$ cat src/rtl/pc_unit_pkg.sv
package pc_unit_pkg;
   typedef enum logic [2:0] {
      ACT_HOLD = 3'd0,
      ACT_ADV  = 3'd1,
      ACT_JUMP = 3'd2,
      ACT_CALL = 3'd3,
      ACT_RET  = 3'd4,
      ACT_IRQ  = 3'd5
   } pc_act_e;
endpackage

$ cat src/rtl/pc_arbiter.sv
module pc_arbiter
   import pc_unit_pkg::*;
(
   input  logic    adv,
   input  logic    jump,
   input  logic    call,
   input  logic    ret,
   input  logic    irq,
   output pc_act_e act
);
   // fixed priority: interrupt, return, call, jump, step
   always_comb begin
      if (irq)       act = ACT_IRQ;
      else if (ret)  act = ACT_RET;
      else if (call) act = ACT_CALL;
      else if (jump) act = ACT_JUMP;
      else if (adv)  act = ACT_ADV;
      else           act = ACT_HOLD;
   end
endmodule

$ cat src/rtl/pc_ret_stack.sv
module pc_ret_stack #(
   parameter int W     = 13,
   parameter int DEPTH = 8
) (
   input  logic         clk,
   input  logic         rst_n,
   input  logic         push,
   input  logic         pop,
   input  logic [W-1:0] din,
   output logic [W-1:0] top
);
   localparam int PTR_W = (DEPTH > 1) ? $clog2(DEPTH) : 1;

   if ((1 << PTR_W) != DEPTH) begin : g_bad_depth
      $error("pc_ret_stack: DEPTH must be a power of two");
   end

   logic [W-1:0]     slot [DEPTH];
   logic [PTR_W-1:0] ptr;
   logic [PTR_W-1:0] ptr_dn;

   assign ptr_dn = ptr - 1'b1;
   assign top    = slot[ptr_dn];

   // ring buffer: pointer wraps freely, overflow overwrites oldest
   always_ff @(posedge clk or negedge rst_n) begin
      if (!rst_n) begin
         ptr <= '0;
         for (int i = 0; i < DEPTH; i++) slot[i] <= '0;
      end else if (push) begin
         slot[ptr] <= din;
         ptr       <= ptr + 1'b1;
      end else if (pop) begin
         ptr <= ptr_dn;
      end
   end
endmodule

$ cat src/rtl/pc_next.sv
module pc_next
   import pc_unit_pkg::*;
#(
   parameter int ADDR_W     = 13,
   parameter int LOW_W      = 11,
   parameter int IMPL_WORDS = 8192,
   parameter int INT_VEC    = 4
) (
   input  pc_act_e                   act,
   input  logic [ADDR_W-1:0]         pc_q,
   input  logic [ADDR_W-1:0]         stack_top,
   input  logic [LOW_W-1:0]          tgt_low,
   input  logic [ADDR_W-LOW_W-1:0]   page_sel,
   output logic [ADDR_W-1:0]         pc_d,
   output logic [ADDR_W-1:0]         push_val,
   output logic                      push,
   output logic                      pop
);
   localparam logic [ADDR_W-1:0] IVEC = ADDR_W'(INT_VEC);

   logic [ADDR_W-1:0] inc_raw, tgt_raw, inc_w, tgt_w;

   assign inc_raw = pc_q + 1'b1;
   assign tgt_raw = {page_sel, tgt_low};

   if (IMPL_WORDS == (1 << ADDR_W)) begin : g_full
      assign inc_w = inc_raw;
      assign tgt_w = tgt_raw;
   end else begin : g_wrap
      localparam logic [ADDR_W-1:0] MASK = ADDR_W'(IMPL_WORDS - 1);
      assign inc_w = inc_raw & MASK;
      assign tgt_w = tgt_raw & MASK;
   end

   always_comb begin
      pc_d     = pc_q;
      push_val = inc_w;
      push     = 1'b0;
      pop      = 1'b0;
      unique case (act)
         ACT_IRQ:  begin pc_d = IVEC; push_val = pc_q; push = 1'b1; end
         ACT_RET:  begin pc_d = stack_top; pop = 1'b1; end
         ACT_CALL: begin pc_d = tgt_w; push = 1'b1; end
         ACT_JUMP: pc_d = tgt_w;
         ACT_ADV:  pc_d = inc_w;
         default:  pc_d = pc_q;
      endcase
   end
endmodule

$ cat src/rtl/pc_unit.sv
module pc_unit
   import pc_unit_pkg::*;
#(
   parameter int ADDR_W      = 13,
   parameter int LOW_W       = 11,
   parameter int STACK_DEPTH = 8,
   parameter int IMPL_WORDS  = 8192,
   parameter int INT_VEC     = 4
) (
   input  logic                    clk,
   input  logic                    rst_n,
   input  logic                    adv,
   input  logic                    jump,
   input  logic                    call,
   input  logic                    ret,
   input  logic                    irq,
   input  logic [LOW_W-1:0]        tgt_low,
   input  logic [ADDR_W-LOW_W-1:0] page_sel,
   output logic [ADDR_W-1:0]       pc
);
   if (IMPL_WORDS > (1 << ADDR_W) || (IMPL_WORDS & (IMPL_WORDS - 1)) != 0) begin : g_bad_size
      $error("pc_unit: IMPL_WORDS must be a power of two within the address space");
   end
   if (LOW_W >= ADDR_W) begin : g_bad_low
      $error("pc_unit: LOW_W must leave at least one page bit");
   end
   if (INT_VEC >= IMPL_WORDS) begin : g_bad_vec
      $error("pc_unit: interrupt vector outside implemented space");
   end

   pc_act_e           act;
   logic [ADDR_W-1:0] pc_q, pc_d, stack_top, push_val;
   logic              push, pop;

   pc_arbiter u_arb (
      .adv (adv), .jump (jump), .call (call), .ret (ret), .irq (irq), .act (act)
   );

   pc_next #(
      .ADDR_W (ADDR_W), .LOW_W (LOW_W), .IMPL_WORDS (IMPL_WORDS), .INT_VEC (INT_VEC)
   ) u_next (
      .act (act), .pc_q (pc_q), .stack_top (stack_top), .tgt_low (tgt_low),
      .page_sel (page_sel), .pc_d (pc_d), .push_val (push_val),
      .push (push), .pop (pop)
   );

   pc_ret_stack #(.W (ADDR_W), .DEPTH (STACK_DEPTH)) u_stack (
      .clk (clk), .rst_n (rst_n), .push (push), .pop (pop),
      .din (push_val), .top (stack_top)
   );

   always_ff @(posedge clk or negedge rst_n) begin
      if (!rst_n) pc_q <= '0;
      else        pc_q <= pc_d;
   end

   assign pc = pc_q;
endmodule

$ cat config.mk
export PLATFORM = sky130hd
export DESIGN_NAME = pc_unit
export DESIGN_NICKNAME = d
export VERILOG_FILES = /design/src/rtl/pc_unit_pkg.sv /design/src/rtl/pc_arbiter.sv /design/src/rtl/pc_ret_stack.sv /design/src/rtl/pc_next.sv /design/src/rtl/pc_unit.sv
export SDC_FILE = /design/constraint.sdc
export NUM_CORES = 1
export LEC_CHECK = 0
export CAP_MARGIN = 20
export CORE_UTILIZATION = 55
export CTS_CLUSTER_DIAMETER = 80
export CTS_CLUSTER_SIZE = 30
export DETAILED_ROUTE_END_ITERATION = 7
export DONT_BUFFER_PORTS = 1
export PLACE_DENSITY = 0.7
export REMOVE_ABC_BUFFERS = 1
export SYNTH_ARGS = -nofsm -noshare
export SYNTH_HDL_FRONTEND = slang
export SYNTH_SLANG_ARGS = --single-unit
$ cat constraint.sdc
create_clock -name clk -period 3.25 [get_ports clk]
set_clock_uncertainty 0.2 [all_clocks]
set_input_delay 0.1625 -clock clk [delete_from_list [all_inputs] [get_ports clk]]
set_output_delay 0.1625 -clock clk [all_outputs]
set_load 0.05 [all_outputs]
## After elaboration in Yosys (flattened, before gate mapping)

Cells that the tools add are included.

| word-level totals | value |
|---|---|
| bits of input ports | 20 |
| output and inout port bits | 13 |
| flip-flop bits (word level) | 120 |
| word-level logic and storage cells | 45 |

| operators by class | value |
|---|---|
| mux-type cells | 17 |
| add/subtract/negate cells | 3 |
| equality and inequality tests | 5 |
| bitwise logic cells | 2 |
| magnitude comparators | 3 |
| reductions and logical operators | 5 |

Operators with widths:

| operator | number |
|---|---|
| $bwmux 104 | 1 |
| $mux 13 | 4 |
| $pmux 13 s4 | 1 |
| $bmux 13 s3 | 1 |
| $demux 13 s3 | 1 |
| $mux 3 | 6 |
| $add 13x1->13 const B | 1 |
| $ge 4x4->1 const B | 2 |
| $not 3->4 | 2 |
| $eq 3x2->1 const B | 2 |
| $eq 3x3->1 const B | 2 |
| $lt 4x1->1 const B | 1 |
| $reduce_bool 4->1 | 1 |
| $reduce_or 2->1 | 2 |
| $add 3x1->3 const B | 1 |
| $eq 3x1->1 const B | 1 |
| $mux 1 | 3 |
| $sub 3x1->3 const B | 1 |
| $reduce_bool 2->1 | 1 |
| $logic_and 1x1->1 | 1 |

## Logic depth before layout (Yosys ltp)

| logic depth | value |
|---|---|
| depth in word-level cells | 9 |
| gate-level depth with buffers | 9 |
| gate-level depth less buffers | 6 |

## Hierarchy

From an unflattened synthesis, not the netlist that was laid out.

| second synthesis, totals | value |
|---|---|
| cell total of the unflattened synthesis | 567 |
| area, all modules | 6510.0 µm² |

By module, submodules not included:

| module | area each (µm²) | sequential area each (µm²) | cells each | times used |
|---|---|---|---|---|
| pc_ret_stack | 5046.1 | 2677.6 | 381 | 1 |
| pc_next | 1099.8 | 0.0 | 167 | 1 |
| pc_unit | 325.3 | 325.3 | 13 | 1 |
| pc_arbiter | 38.8 | 0.0 | 6 | 1 |

## Worst setup path after synthesis

Ideal clock, no wire load.

| timing path | value |
|---|---|
| path type | flip-flop to flip-flop |
| start | register u_stack.ptr[0] |
| end | register pc_q[4], in the netlist pc[4] |
| path buffers | 2 |
| path slack | 0.340 ns |
| required time | 2.930 ns |
| cell stages (with the launch flop) | 9 |
| library setup time | 0.120 ns |
| data arrival time | 2.590 ns |
| period minus slack after synthesis | 2.910 ns |
| path through | dfrtp_1 -> buf_4 -> buf_2 -> inv_1 -> ha_1 -> xor2_2 -> mux4_2 -> or2_2 -> a31o_2 |

| between the ends | value |
|---|---|
| longest elaborated chain between the ends | 6 |

Ends and longest elaborated chain:

| element | RTL line | text |
|---|---|---|
| start: declaration | pc_ret_stack.sv:19 | `logic [PTR_W-1:0] ptr;` |
| start signal: assignment | pc_ret_stack.sv:32 | `ptr <= ptr + 1'b1;` |
| start signal: assignment | pc_ret_stack.sv:34 | `ptr <= ptr_dn;` |
| $sub 3x1->3 | pc_ret_stack.sv:22 | `assign ptr_dn = ptr - 1'b1;` |
| net u_stack.ptr_dn[0] | pc_ret_stack.sv:20 | `logic [PTR_W-1:0] ptr_dn;` |
| $not 3->4 (implied by the code) | pc_ret_stack.sv:23 | `assign top = slot[ptr_dn];` |
| $bmux 13 s3 | pc_ret_stack.sv:23 |  |
| $mux 13 (implied by the code) (2 in series) | pc_ret_stack.sv:23 |  |
| $pmux 13 s4 | pc_next.sv:40 | `unique case (act)` |
| end signal: assignment | pc_unit.sv:54 | `else pc_q <= pc_d;` |
| end: declaration | pc_unit.sv:32 | `logic [ADDR_W-1:0] pc_q, pc_d, stack_top, push_val;` |

The timed path passes the listed nets, and every way through them passes these cells. The select of a mux whose other input is x is not followed.
A chain may end at the register's enable or synchronous reset.

## Worst setup path after layout

| timing path | value |
|---|---|
| start | register u_stack.ptr[1] |
| end | register pc_q[10], in the netlist pc[10] |

| between the ends | value |
|---|---|
| longest elaborated chain between the ends | 6 |

Ends and longest elaborated chain:

| element | RTL line |
|---|---|
| $sub 3x1->3 | pc_ret_stack.sv:22 |
| $not 3->4 (implied by the code) | pc_ret_stack.sv:23 |
| $bmux 13 s3 | pc_ret_stack.sv:23 |
| $mux 13 (implied by the code) (2 in series) | pc_ret_stack.sv:23 |
| $pmux 13 s4 | pc_next.sv:40 |

Every way passes these cells. The select of a mux whose other input is x is not followed.

==> flow_summary.json <==
{
  "fillers": 799,
  "synth.cell_area_um2": 5830,
  "seq_power_share": 0.348,
  "startpoint": "u_stack.ptr[1]",
  "ir_drop_mv": 0.596,
  "vias_per_cell": 6.30,
  "firstDrtPassIters": 5,
  "cts_max_path_buffers": 2,
  "clk_latency_ps": 520,
  "slowest_stage": "dlygate4sd3_1",
  "path_class": "reg -> reg",
  "fin_ws_ps": 260,
  "intPower_w": 0.00470,
  "p_switching_w": 0.00288,
  "drv_cap": 0,
  "final_core_util": 0.674,
  "setup_viol": 0,
  "synthFlopType": "dfrtp_1",
  "cp-endpoint": "pc[10]",
  "critPathBufInv": 3,
  "syn_avg_cell_area_um2": 10.3,
  "hold_class": "in -> reg",
  "timing.rr.start": "u_stack.ptr[1]",
  "wl_um": 15800,
  "synth_seq_cells": 120,
  "die_h_um": 105,
  "die_w_um": 105,
  "critPathLaunchType": "flip-flop",
  "synth_edf_count": 0,
  "ant_nets": 0,
  "rows": 37,
  "dp_slack_ps": 738,
  "total_power_w": 0.00758,
  "via_count": 4691,
  "drive_gt1_frac": 0.138,
  "finalNetCount": 619,
  "rr_worst_depth": 8,
  "die_area_um2": 11000,
  "cts_inserted_buffers": 17,
  "path_clk_slew_ps": 50,
  "postSynthCellCount": 568,
  "place.gp.congestion": 0.831,
  "core-area_um2": 10300,
  "comb_power_share": 0.398,
  "portBuffers": 0,
  "swShare": 0.380,
  "cp_max_fo": 25,
  "groute.usage.overall": 0.315,
  "cts.sinks": 120,
  "cts_tree": "yes",
  "period_share": 0.920,
  "regArea_um2": 3000,
  "antenna_found_initial": 0,
  "drtIter0Drc": 424,
  "required_ps": 3500,
  "drv_slew": 0,
  "synth_top_area_frac": 0.515,
  "grt_pass1_wl_um": 26000,
  "cts_setup_buffers": 0,
  "post_cts_resize_count": 0,
  "status": "finished, final reports clean",
  "wl_per_cell_um": 21.2,
  "finalSetupTns_ps": 0,
  "slew_headroom": 0.323,
  "ios": 33,
  "path_cells": "inv_1, ha_1, buf_12, mux4_2, nand2_1, and3_1, o32ai_1, dlygate4sd3_1",
  "antenna_cells": 0,
  "period_needed_ps": 2990,
  "hold_viol": 0,
  "rsz0062_at_grt": "false",
  "synth_area_leaders": "dfrtp_1, mux4_2, o21ai_0",
  "ff2ff_setup_slack_ps": 260,
  "grt_pass1_vias": 4975,
  "worst-path-stages": 8,
  "yosys-top-cells-count": "dfrtp_1, nand2_1, o21ai_0, clkbuf_1, nor2_1",
  "clkPwrFrac": 0.254,
  "grt_overflow_total": 0,
  "clock-root-buffer": "clkbuf_8",
  "multi_input_area_um2": 2620,
  "synthDistinctLibCells": 46,
  "grt_max_degree": 121,
  "dpl.hpwl_um": 9050,
  "crit_path_end_kind": "flip-flop",
  "r2r_end": "pc[10]",
  "syn2layout_area_growth_pct": 18.8,
  "p_leak_nw": 2.94,
  "h-tree-depth": 4,
  "drc_errors": 0,
  "cellPowerDensity_nw_per_um2": 1090,
  "ys_seq_area_frac": 0.515,
  "worst_pin_slew_ps": 1010,
  "crit_family": "buffers and inverters",
  "fmax_ghz": 0.334,
  "yosysTopAreaCell": "dfrtp_1",
  "synthArstFlopShare": 1.00,
  "initial_core_util": 0.567,
  "holdBufCountCts": 31,
  "arrival_ps": 3240,
  "synth_warnings": 0,
  "slowest_delay_ps": 590,
  "synth.most_common_cell": "dfrtp_1"
}
[worst min-delay path, delay by kind of cell]
kind	cells	cell delay, ps
simple gates	1	100
buf+inv	1	260
compound gates	2	170
[registers in the layout, summed over array words and instances (netlist names)]
signal        flops
u_stack.slot    104
u_stack.ptr       3
pc               13
[area by class of cell]
cell class	count	area share
Sequential cell	120	0.434
Multi-Input combinational cell	400	0.379
Clock buffer	25	0.0728
Timing Repair Buffer	51	0.0708
Tap cell	136	0.0246
Clock inverter	7	0.0163
Inverter	6	0.00325
[routing by layer]
metal / GRT usage / vias to the layer above / part of all wire
met3: 0.0724 / 55 / 0.073
met4: 0.148 / 0 / 0.039
met2: 0.505 / 213 / 0.47
met5: 0 / - / 0
li1: - / 2082 / -
met1: 0.409 / 2341 / 0.41
[per-stage QoR]
step | instances | hold slack (ps) | cell area (um^2)
floorplan | 526 | -333 | 5640
global placement | 682 | -330 | 5980
detailed placement | 682 | -330 | 5980
CTS | 745 | 5.67 | 6930
global route | 745 | 19.5 | 6930
finish | 745 | 23.4 | 6930
[how the worst min path moves through the flow]
stage                     cells after the start   from                to
after floorplan                               0  rst_n             pc[0]
after global placement                        0  rst_n  u_stack.slot[52]
after detailed placement                      0  rst_n  u_stack.slot[52]
after CTS                                     4    ret    u_stack.ptr[2]
after global routing                          4   jump             pc[5]
final                                         4    irq  u_stack.slot[11]
[power groups by stage]
stage | sequential (W) | clock, W | combinational, W
after floorplan | 0.00273 | 0 | 0.00184
after global placement | 0.00259 | 0 | 0.00277
after detailed placement | 0.00264 | 0 | 0.00283
after CTS | 0.00262 | 0.00194 | 0.00298
after global routing | 0.00271 | 0.00202 | 0.00328
final | 0.00264 | 0.00193 | 0.00301
[placed cells by master (no fill, tap or decap), types with 4 or more instances in the layout]
cell type      count
dfrtp_1          119
nand2_1          111
o21ai_0          101
dlygate4sd3_1     30
nor2_1            24
mux4_2            23
buf_4             19
clkbuf_16         16
xnor2_1           15
a21oi_1           15
a211oi_1          11
mux2i_1           10
nor3b_1            9
xor2_1             8
nor3_1             8
nand4_1            7
clkbuf_8           7
inv_1              6
o211ai_1           6
o32ai_1            6
nor2b_1            4
and4_1             4
nand3_1            4
o22ai_1            4
[cells by family (layout without fill, tap and decap cells)]
logic type,after synthesis,in the layout,synth area share
AO/OA/AOI/OAI,153,153,0.151
adder cells (fa/ha/maj),3,3,0.00644
AND/OR/NAND/NOR,184,184,0.142
flip-flops,120,120,0.515
multiplexers,36,36,0.112
buffers and inverters,48,89,0.0359
XOR/XNOR,24,24,0.0374
Power figures use the tool's default switching activity.
